## src/rtl/ptl_pkg.sv

```systemverilog
// Package: sizes, address map and mode-word layout shared by the
// product-term logic cell and its bench. Assumes NSUM >= XOR_BASE + NOUT.
package ptl_pkg;
    localparam int NIN       = 18;
    localparam int NLIT      = 2 * NIN;
    localparam int NOUT      = 4;
    localparam int NBYP      = 4;
    localparam int XOR_BASE  = NOUT * NBYP;
    localparam int NSUM      = XOR_BASE + NOUT;
    localparam int PT_RST    = NSUM;
    localparam int PT_CLK    = NSUM + 1;
    localparam int PT_OE     = NSUM + 2;
    localparam int NPT       = NSUM + 3;
    localparam int OCFG_BASE = NPT + 1;
    localparam int CLKSEL_AD = OCFG_BASE + NOUT;
    localparam int AW        = $clog2(CLKSEL_AD + 1);
    localparam int DW        = NLIT;
    localparam int OCW       = NSUM + 4;

    typedef struct packed {
        logic            invert;
        logic            reg_sel;
        logic            xor_en;
        logic            bypass;
        logic [NSUM-1:0] mask;
    } ocfg_t;
endpackage

```

## src/rtl/ptl_cfg_store.sv

```systemverilog
// Configuration storage. Holds one literal mask per product term, one
// mode word per output and the clock-source select. Not cleared by reset:
// the contents persist until overwritten through the write port.
module ptl_cfg_store
    import ptl_pkg::*;
(
    input  logic                      clk,
    input  logic                      rst_n,
    input  logic                      cfg_we,
    input  logic [AW-1:0]             cfg_addr,
    input  logic [DW-1:0]             cfg_data,
    output logic [NPT-1:0][NLIT-1:0]  lit_mask,
    output ocfg_t [NOUT-1:0]          ocfg,
    output logic                      clk_sel_pt
);

    // Decode the address and store the strobed word.
    always_ff @(posedge clk) begin
        if (cfg_we) begin
            for (int j = 0; j < NPT; j++) begin
                if (cfg_addr == AW'(j)) lit_mask[j] <= cfg_data;
            end
            for (int k = 0; k < NOUT; k++) begin
                if (cfg_addr == AW'(OCFG_BASE + k)) ocfg[k] <= ocfg_t'(cfg_data[OCW-1:0]);
            end
            if (cfg_addr == AW'(CLKSEL_AD)) clk_sel_pt <= cfg_data[0];
        end
    end


    pt_write_lands_chk: assert property (@(posedge clk) disable iff (!rst_n)
        (cfg_we && (cfg_addr < AW'(NPT))) |=> (lit_mask[$past(cfg_addr)] == $past(cfg_data)));


    no_write_hold_chk: assert property (@(posedge clk) disable iff (!rst_n)
        !cfg_we |=> ($stable(lit_mask) && $stable(ocfg) && $stable(clk_sel_pt)));

endmodule

```

## src/rtl/ptl_and_array.sv

```systemverilog
// Programmable AND array. Builds the true/complement literal set from the
// inputs and forms every product term from its literal mask. An empty mask
// gives a term of 0. Purely combinational.
module ptl_and_array
    import ptl_pkg::*;
(
    input  logic [NIN-1:0]            lin,
    input  logic [NPT-1:0][NLIT-1:0]  lit_mask,
    output logic [NPT-1:0]            pt
);

    logic [NLIT-1:0] lits;

    // Interleave each input with its complement.
    for (genvar i = 0; i < NIN; i++) begin : g_lit
        assign lits[2*i]   = lin[i];
        assign lits[2*i+1] = ~lin[i];
    end

    // One AND gate per product term; unselected literals read as 1.
    for (genvar j = 0; j < NPT; j++) begin : g_term
        assign pt[j] = (|lit_mask[j]) & (&(lits | ~lit_mask[j]));
    end

endmodule

```

## src/rtl/ptl_out_cell.sv

```systemverilog
// One output slice: narrow four-term path, wide masked sum with optional
// XOR against its own XOR term, D register with clear and capture enable,
// register bypass select and final polarity. IDX fixes which shared terms
// form the narrow path and which one is the XOR term.
module ptl_out_cell
    import ptl_pkg::*;
#(
    parameter int IDX = 0
) (
    input  logic            clk,
    input  logic            rst_n,
    input  logic [NSUM-1:0] sum_pt,
    input  ocfg_t           cfg,
    input  logic            cap_en,
    input  logic            pt_rst,
    output logic            dout,
    output logic            f_o,
    output logic            q_o
);

    localparam int BYP_LO = IDX * NBYP;
    localparam int XT     = XOR_BASE + IDX;
    localparam logic [NSUM-1:0] XT_MASK = {{(NSUM-1){1'b0}}, 1'b1} << XT;

    logic [NSUM-1:0] sel;
    logic            narrow;
    logic            wide;
    logic            f;
    logic            q;

    // Logic value of this output before the register.
    always_comb begin
        sel    = sum_pt & cfg.mask;
        narrow = |sum_pt[BYP_LO +: NBYP];
        if (cfg.xor_en) wide = (|(sel & ~XT_MASK)) ^ sum_pt[XT];
        else            wide = |sel;
        f = cfg.bypass ? narrow : wide;
    end

    // Output register: global clear first, then term clear, then capture.
    always_ff @(posedge clk) begin
        if (!rst_n)      q <= 1'b0;
        else if (pt_rst) q <= 1'b0;
        else if (cap_en) q <= f;
    end

    assign dout = (cfg.reg_sel ? q : f) ^ cfg.invert;
    assign f_o  = f;
    assign q_o  = q;


    capture_load_chk: assert property (@(posedge clk) disable iff (!rst_n)
        (cap_en && !pt_rst) |=> (q == $past(f)));


    no_capture_hold_chk: assert property (@(posedge clk) disable iff (!rst_n)
        (!cap_en && !pt_rst) |=> $stable(q));


    term_clear_chk: assert property (@(posedge clk) disable iff (!rst_n)
        pt_rst |=> (q == 1'b0));

endmodule

```

## src/rtl/ptl_block.sv

```systemverilog
// Top of the product-term logic cell. Ties the configuration store, the
// AND array and four output slices together and derives the register
// capture enable from the chosen clock source. The term clock is sampled on
// clk, so it must change slower than clk.
module ptl_block
    import ptl_pkg::*;
(
    input  logic           clk,
    input  logic           rst_n,
    input  logic           cfg_we,
    input  logic [AW-1:0]  cfg_addr,
    input  logic [DW-1:0]  cfg_data,
    input  logic [NIN-1:0] lin,
    output logic [NOUT-1:0] dout,
    output logic           oe_out
);

    logic [NPT-1:0][NLIT-1:0] lit_mask;
    ocfg_t [NOUT-1:0]         ocfg;
    logic                     clk_sel_pt;
    logic [NPT-1:0]           pt;
    logic                     clk_term_prev;
    logic                     cap_en;
    logic [NOUT-1:0]          f_all;
    logic [NOUT-1:0]          q_all;

    ptl_cfg_store u_cfg (
        .clk        (clk),
        .rst_n      (rst_n),
        .cfg_we     (cfg_we),
        .cfg_addr   (cfg_addr),
        .cfg_data   (cfg_data),
        .lit_mask   (lit_mask),
        .ocfg       (ocfg),
        .clk_sel_pt (clk_sel_pt)
    );

    ptl_and_array u_and (
        .lin      (lin),
        .lit_mask (lit_mask),
        .pt       (pt)
    );

    // Remember the clock term at the previous edge for rise detection.
    always_ff @(posedge clk) begin
        if (!rst_n) clk_term_prev <= 1'b0;
        else        clk_term_prev <= pt[PT_CLK];
    end

    // Capture on every edge, or only on a rising clock term.
    always_comb begin
        cap_en = clk_sel_pt ? (pt[PT_CLK] & ~clk_term_prev) : 1'b1;
    end

    for (genvar k = 0; k < NOUT; k++) begin : g_out
        ptl_out_cell #(.IDX(k)) u_cell (
            .clk    (clk),
            .rst_n  (rst_n),
            .sum_pt (pt[NSUM-1:0]),
            .cfg    (ocfg[k]),
            .cap_en (cap_en),
            .pt_rst (pt[PT_RST]),
            .dout   (dout[k]),
            .f_o    (f_all[k]),
            .q_o    (q_all[k])
        );
    end

    assign oe_out = pt[PT_OE];


    term_clock_rise_chk: assert property (@(posedge clk) disable iff (!rst_n)
        (clk_sel_pt && $rose(pt[PT_CLK]) && !pt[PT_RST]) |=> (q_all == $past(f_all)));


    term_clock_low_chk: assert property (@(posedge clk) disable iff (!rst_n)
        (clk_sel_pt && !pt[PT_CLK] && !pt[PT_RST]) |=> $stable(q_all));

endmodule

```

## config.mk

```make
export PLATFORM = sky130hd
export DESIGN_NAME = ptl_block
export DESIGN_NICKNAME = d
export VERILOG_FILES = /design/src/rtl/ptl_pkg.sv /design/src/rtl/ptl_cfg_store.sv /design/src/rtl/ptl_and_array.sv /design/src/rtl/ptl_out_cell.sv /design/src/rtl/ptl_block.sv
export SDC_FILE = /design/constraint.sdc
export NUM_CORES = 1
export LEC_CHECK = 0
export ABC_AREA = 1
export CAP_MARGIN = 20
export CORE_ASPECT_RATIO = 1.75
export CORE_MARGIN = 8
export CORE_UTILIZATION = 40
export DETAILED_ROUTE_END_ITERATION = 8
export SLEW_MARGIN = 20
export SYNTH_ARGS = -nofsm -noshare
export SYNTH_HDL_FRONTEND = slang
export SYNTH_SLANG_ARGS = --single-unit
```

## constraint.sdc

```tcl
create_clock -name clk -period 5.35 [get_ports clk]
set_input_delay 1.07 -clock clk [delete_from_list [all_inputs] [get_ports clk]]
set_output_delay 1.07 -clock clk [all_outputs]
set_load 0.1 [all_outputs]
```

==> flow_summary.yaml, run 1 <==
logic_synthesis:
  ys_warn_count: 0
  synth_cell_types: 39
  synth-seq-cells: 930
  syn_inst: 3372
  syn-mean-instance-area_um2: 11.33
  synth-edff-count: 925
  ys_seq_area_share_pct: 72.99
  synth_fp_nets: 3434
  synth_ff_type: "edfxtp_1"
  synth_area_um2: 38190
  synthArstFlopShare_pct: 0
timing:
  layout_min_cycle_time_ns: 5.212
  final.setup.tns_ns: 0
  fmax_mhz: 191.9
  finalMaxSlewViolations: 0
  setup_ws_ns: 0.1378
  rsz0062_at_grt: "no"
  relSlewSlack_pct: 27.16
  finalSetupViolCount: 0
  worst_pin_slew_ns: 1.090
  finalHoldViolations: 0
  min_period_over_period_pct: 97.43
  fin_skew_ns: 0.01752
floorplanning:
  fp-row-count: 150
  start_util_pct: 40.14
  coreArea_um2: 95150
  dieHeight_um: 424.8
  io_pins: 67
  dieArea_um2: 106000
  fp.dieW_um: 249.6
worst_setup_path:
  required_ns: 4.28
  crit_arrival_ns: 4.14
  cp_max_fo: 21
  r2r-start: "u_cfg.lit_mask[721]"
  start_kind: "primary input"
  critPathKind: "primary input to output port"
  end_kind: "output port"
  critical_path.startpoint: "lin[15]"
finish:
  mostFrequentLayoutCell: "nand2_1"
  area_growth_pct: 15.19
  antenna_cells: 0
  drive_gt1_share_pct: 10.05
  final_area_um2: 43990
  n_fill_cell: 8386
  layout_common_cells: "nand2_1, edfxtp_1, nor2_1"
  fin_nets: 3630
  instances_no_fill: 4847
clock_network:
  cts_tree: "done"
  h-tree-depth: 3
  cts_buffers: 77
  cts-root-buf: "clkbuf_16"
  insertion_delay_ns: 0.64
  cts_buffer_depth: 3
  clk_pin_slew_ns: 0.07
  clock-sinks: 930
global_route:
  grt_max_degree: 37
  grt_usage_pct: 20.07
  overflow: 0
  grt_first_pass_wirelength_mm: 157.1
  antenna_found_initial: 0
  grt_pass1_vias: 24780
power:
  power.density_nw_per_um2: 329.9
  power.leakage_nw: 15.59
  ir_drop_v: 0.0002220
route:
  vias_per_cell: 5.170
  detail-route-antenna-nets: 0
  drt_iter0_drc: 1875
  drt_wl_total_mm: 108.6
  drc_errors: 0
  wl_per_cell_um: 22.40
  dr_total_vias: 25060
  dr.pass1.iters: 6
min_path:
  worstHoldPathType: "flip-flop to flip-flop"
  min_from: "g_out[2].u_cell.q_o"
run:
  cap_violations: 0
placed_design:
  dp.cells: 4701
  place_congestion: 0.9208
  hpwl_mm: 76.95
  port_buffers: 66
  dpl_worst_slack_ns: 0.04639
  dpl_cell_area_um2: 41370
run_status:
  status: "finished, final reports clean"
-- power by group --
group | total (mW) | internal [mW] | leakage (nW) | switching, mW
registers | 8.13 | 8.10 | 8.37 | 0.0365
logic | 0.720 | 0.201 | 5.99 | 0.520
clock network | 5.66 | 3.09 | 1.23 | 2.57
total | 14.5 | 11.4 | 15.6 | 3.12
-- path summary, 6_finish.rpt --
check	end	slack (ns)	depth (start not counted)
min reg2reg	g_out[2].u_cell.q_o	0.55	2
max reg2reg	g_out[0].u_cell.q_o	2.90	7
max	dout[2]	0.14	21
min	g_out[2].u_cell.q_o	0.55	2
-- flip-flops by register name, indices dropped and copies added (netlist names) --
signal,cells
u_cfg.clk_sel_pt,1
g_out.u_cell.q_o,4
u_cfg.lit_mask,828
u_cfg.ocfg,96
clk_term_prev,1
-- cell usage after synthesis (16+ instances only) --
master / number / area (µm²)
nor2_2: 18 / 112.6
nand3_1: 130 / 650.6
nor2_1: 651 / 2444
buf_2: 62 / 310.3
or2_2: 44 / 275.3
nand2_1: 1099 / 4125
nor4_1: 29 / 181.4
inv_1: 100 / 375.4
a21oi_1: 18 / 90.09
nand4_1: 92 / 575.6
o21ai_0: 87 / 435.4
edfxtp_1: 925 / 27780
nor3_1: 16 / 80.08
-- layer usage --
metal | vias to the layer above | GRT usage, % | wire (µm)
li1 | 11900 | - | -
met4 | 0 | 8.750 | 4701
met3 | 222 | 2.543 | 5571
met2 | 791 | 38.09 | 58370
met5 | - | 0 | 0
met1 | 12140 | 22.27 | 39910
-- worst max-delay path, cell delays in order --
cell and delay (ns):
clkdlybuf4s50_1 0.54, buf_12 0.23, buf_4 0.16, o21ai_0 0.28
nand2_1 0.11, nor2_2 0.24, nand2_1 0.10, nor2_1 0.10
buf_4 0.15, and2_1 0.21, nand2_1 0.07, nand3_1 0.09
nor2_1 0.06, nand2_1 0.06, nand2_1 0.06, nand3_2 0.09
nand3_2 0.07, nand2_1 0.07, nand2_1 0.06, nand2_2 0.12
buf_12 0.19
-- kinds of logic after synthesis --
| family | after synthesis | synth area share (%) |
|---|---|---|
| multiplexers | 8 | 0.2130 |
| AND/OR/NAND/NOR | 2105 | 22.64 |
| AO/OA/AOI/OAI | 133 | 1.940 |
| flip-flops | 930 | 72.99 |
| buffers and inverters | 196 | 2.211 |
-- through the flow --
step | util, % | hold WS (ns) | power (mW)
after floorplan | - | 0.5017 | 8.567
after global placement | 43.48 | 0.5235 | 9.011
after detailed placement | 43.48 | 0.5332 | 9.016
after CTS | 46.10 | 0.5533 | 14.59
after global routing | 46.23 | 0.5915 | 14.90
final | 46.23 | 0.5528 | 14.51
-- repair_timing --
item                       in CTS  in global routing
buffers inserted                0                  0
hold buffers                    0                  0
setup endpoints to repair       0                  4
resized for setup               0                  8
-- cell type report --
type | instances | area [µm²] | share of cell area (%)
Sequential cell | 930 | 27880 | 63.37
Multi-Input combinational cell | 2246 | 9667 | 21.98
Clock buffer | 90 | 2039 | 4.636
Timing Repair Buffer | 199 | 2002 | 4.551
Tap cell | 1216 | 1521 | 3.459
Clock inverter | 52 | 452.9 | 1.030
Inverter | 114 | 430.4 | 0.9784
Note: power is estimated with default switching activity, not from simulation.
==> run 2: changes to the inputs <==
--- a/config.mk
+++ b/config.mk
@@ -8,9 +8,10 @@
 export ABC_AREA = 1
 export CAP_MARGIN = 20
 export CORE_ASPECT_RATIO = 1.75
-export CORE_MARGIN = 8
+export CORE_MARGIN = 3
 export CORE_UTILIZATION = 40
 export DETAILED_ROUTE_END_ITERATION = 8
+export PLACE_DENSITY = 0.58
 export SLEW_MARGIN = 20
 export SYNTH_ARGS = -nofsm -noshare
 export SYNTH_HDL_FRONTEND = slang
==> run 2 against run 1 <==
Effect of this change: sequential cell count unchanged; critical endpoint is now dout[0]; maximum frequency up 1.0%; highest routed layer unchanged; global-route usage up 1.9 points; critical path depth down 1; final cell count down 0.17%.
==> flow_summary.yaml, run 2 (synthesized netlist as in run 1, its figures left out) <==
floorplanning:
  fp.dieW_um: 239.6
  start_util_pct: 40.40
  fp-row-count: 149
  io_pins: 67
  coreArea_um2: 94520
  dieArea_um2: 99360
  dieHeight_um: 414.8
finish:
  largest_reg_flops: 828
  mostFrequentLayoutCell: "nand2_1"
  n_fill_cell: 8347
  area_growth_pct: 15.36
  antenna_cells: 0
  top_register: "u_cfg.lit_mask"
  fin_nets: 3628
  seq_area_um2: 27880
  fin_util_pct: 46.61
  drive_gt1_share_pct: 10.22
  final_area_um2: 44060
  layout_common_cells: "nand2_1, edfxtp_1, nor2_1"
  instances_no_fill: 4839
  multi_input_area_um2: 9664
route:
  drt_wl_total_mm: 109.7
  vias_per_cell: 5.234
  drt_iter0_drc: 2140
  drc_errors: 0
  dr.pass1.iters: 5
  wl_per_cell_um: 22.66
  dr_total_vias: 25330
  detail-route-antenna-nets: 0
min_path:
  min_from: "g_out[3].u_cell.q_o"
  holdPathStages: 2
  min_to: "g_out[3].u_cell.q_o"
  worstHoldPathType: "flip-flop to flip-flop"
timing:
  rsz0062_at_grt: "no"
  relSlewSlack_pct: 27.53
  fmax_mhz: 193.9
  layout_min_cycle_time_ns: 5.159
  finalMaxSlewViolations: 0
  worst_pin_slew_ns: 1.084
  min_period_over_period_pct: 96.42
  final.setup.tns_ns: 0
  finalHoldViolations: 0
  finalSetupViolCount: 0
  fin_skew_ns: 0.02845
power:
  power.leakage_nw: 15.61
  ir_drop_v: 0.0002475
  power.total_mw: 14.68
  power.density_nw_per_um2: 333.2
worst_setup_path:
  start_kind: "primary input"
  cp_max_fo: 21
  critPathKind: "primary input to output port"
  required_ns: 4.28
  crit_arrival_ns: 4.09
  end_kind: "output port"
  r2r-start: "u_cfg.lit_mask[407]"
  r2r-end: "g_out[1].u_cell.q_o"
  r2r_cells: 17
  rrSetupSlack_ns: 2.80
clock_network:
  cts_buffers: 79
  clock-sinks: 930
  cts-root-buf: "clkbuf_16"
  cts_tree: "done"
  cts_buffer_depth: 3
  h-tree-depth: 3
  clk_pin_slew_ns: 0.07
  insertion_delay_ns: 0.66
placed_design:
  hpwl_mm: 76.85
  place_congestion: 0.8635
  port_buffers: 66
  dp.cells: 4685
  dpl_cell_area_um2: 41340
global_route:
  grt_usage_pct: 21.97
  antenna_found_initial: 0
  grt_pass1_vias: 24570
  overflow: 0
  grt_first_pass_wirelength_mm: 158.6
  grt_max_degree: 37
run_status:
  status: "finished, final reports clean"
run:
  cap_violations: 0
[run 2: through the flow]
| step | setup WS, ns | hold slack [ns] |
|---|---|---|
| 2_1_floorplan | 0.08345 | 0.5017 |
| 3_3_place_gp | 0.1730 | 0.5229 |
| 3_5_place_dp | 0.2077 | 0.5282 |
| 4_1_cts | 0.1985 | 0.5425 |
| 5_1_grt | 0.002500 | 0.5992 |
| 6_report | 0.1915 | 0.5410 |
[run 2: critical path, stage by stage]
cell	delay, ns
clkdlybuf4s50_1	0.48
buf_12	0.20
o21ai_0	0.33
nand2_1	0.09
nor2_1	0.32
nand2_1	0.12
nor2_2	0.27
nand3_1	0.19
nand2_1	0.10
nor2_1	0.05
nand2_1	0.09
nor2_1	0.09
nand2_1	0.07
nand2_1	0.06
nand3_2	0.08
nand3_2	0.07
nand2_1	0.06
nand2_1	0.04
nand2_1	0.10
buf_12	0.18
[run 2: routing by layer]
layer	routed length (µm)	vias up	track usage, %
met5	0	-	0
met4	3714	0	8.474
met3	5851	172	2.352
met2	58690	811	40.50
met1	41400	12440	26.08
li1	-	11910	-
[run 2: final cells by class]
| cell class | instances | share of cell area [%] |
|---|---|---|
| multi-input cells | 2246 | 21.94 |
| inverters | 114 | 0.9855 |
| well taps | 1208 | 3.431 |
| clock inverters | 47 | 0.9741 |
| repair buffers | 195 | 4.504 |
| clock buffers | 99 | 4.896 |
| flip-flops and latches | 930 | 63.27 |
[run 2: power by group]
part / internal [mW] / leakage (nW) / switching, mW
Sequential: 8.10 / 8.37 / 0.0363
Clock: 3.22 / 1.26 / 2.61
Combinational: 0.201 / 5.98 / 0.520
Total: 11.5 / 15.6 / 3.16
[run 2: worst max path at each step]
stage	to	cells after the start	slack, ns	start
finish	dout[0]	20	0.19	lin[15]
global route	dout[2]	23	0.002	lin[4]
CTS	dout[2]	22	0.20	lin[13]
detailed placement	dout[2]	22	0.21	lin[13]
global placement	dout[2]	23	0.17	lin[4]
floorplan	oe_out	8	0.08	lin[15]
[run 2: what timing repair did]
action / in CTS / in global routing
setup endpoints to repair: 0 / 1
hold buffers: 0 / 0
resized for setup: 0 / 8
buffers inserted: 0 / 4
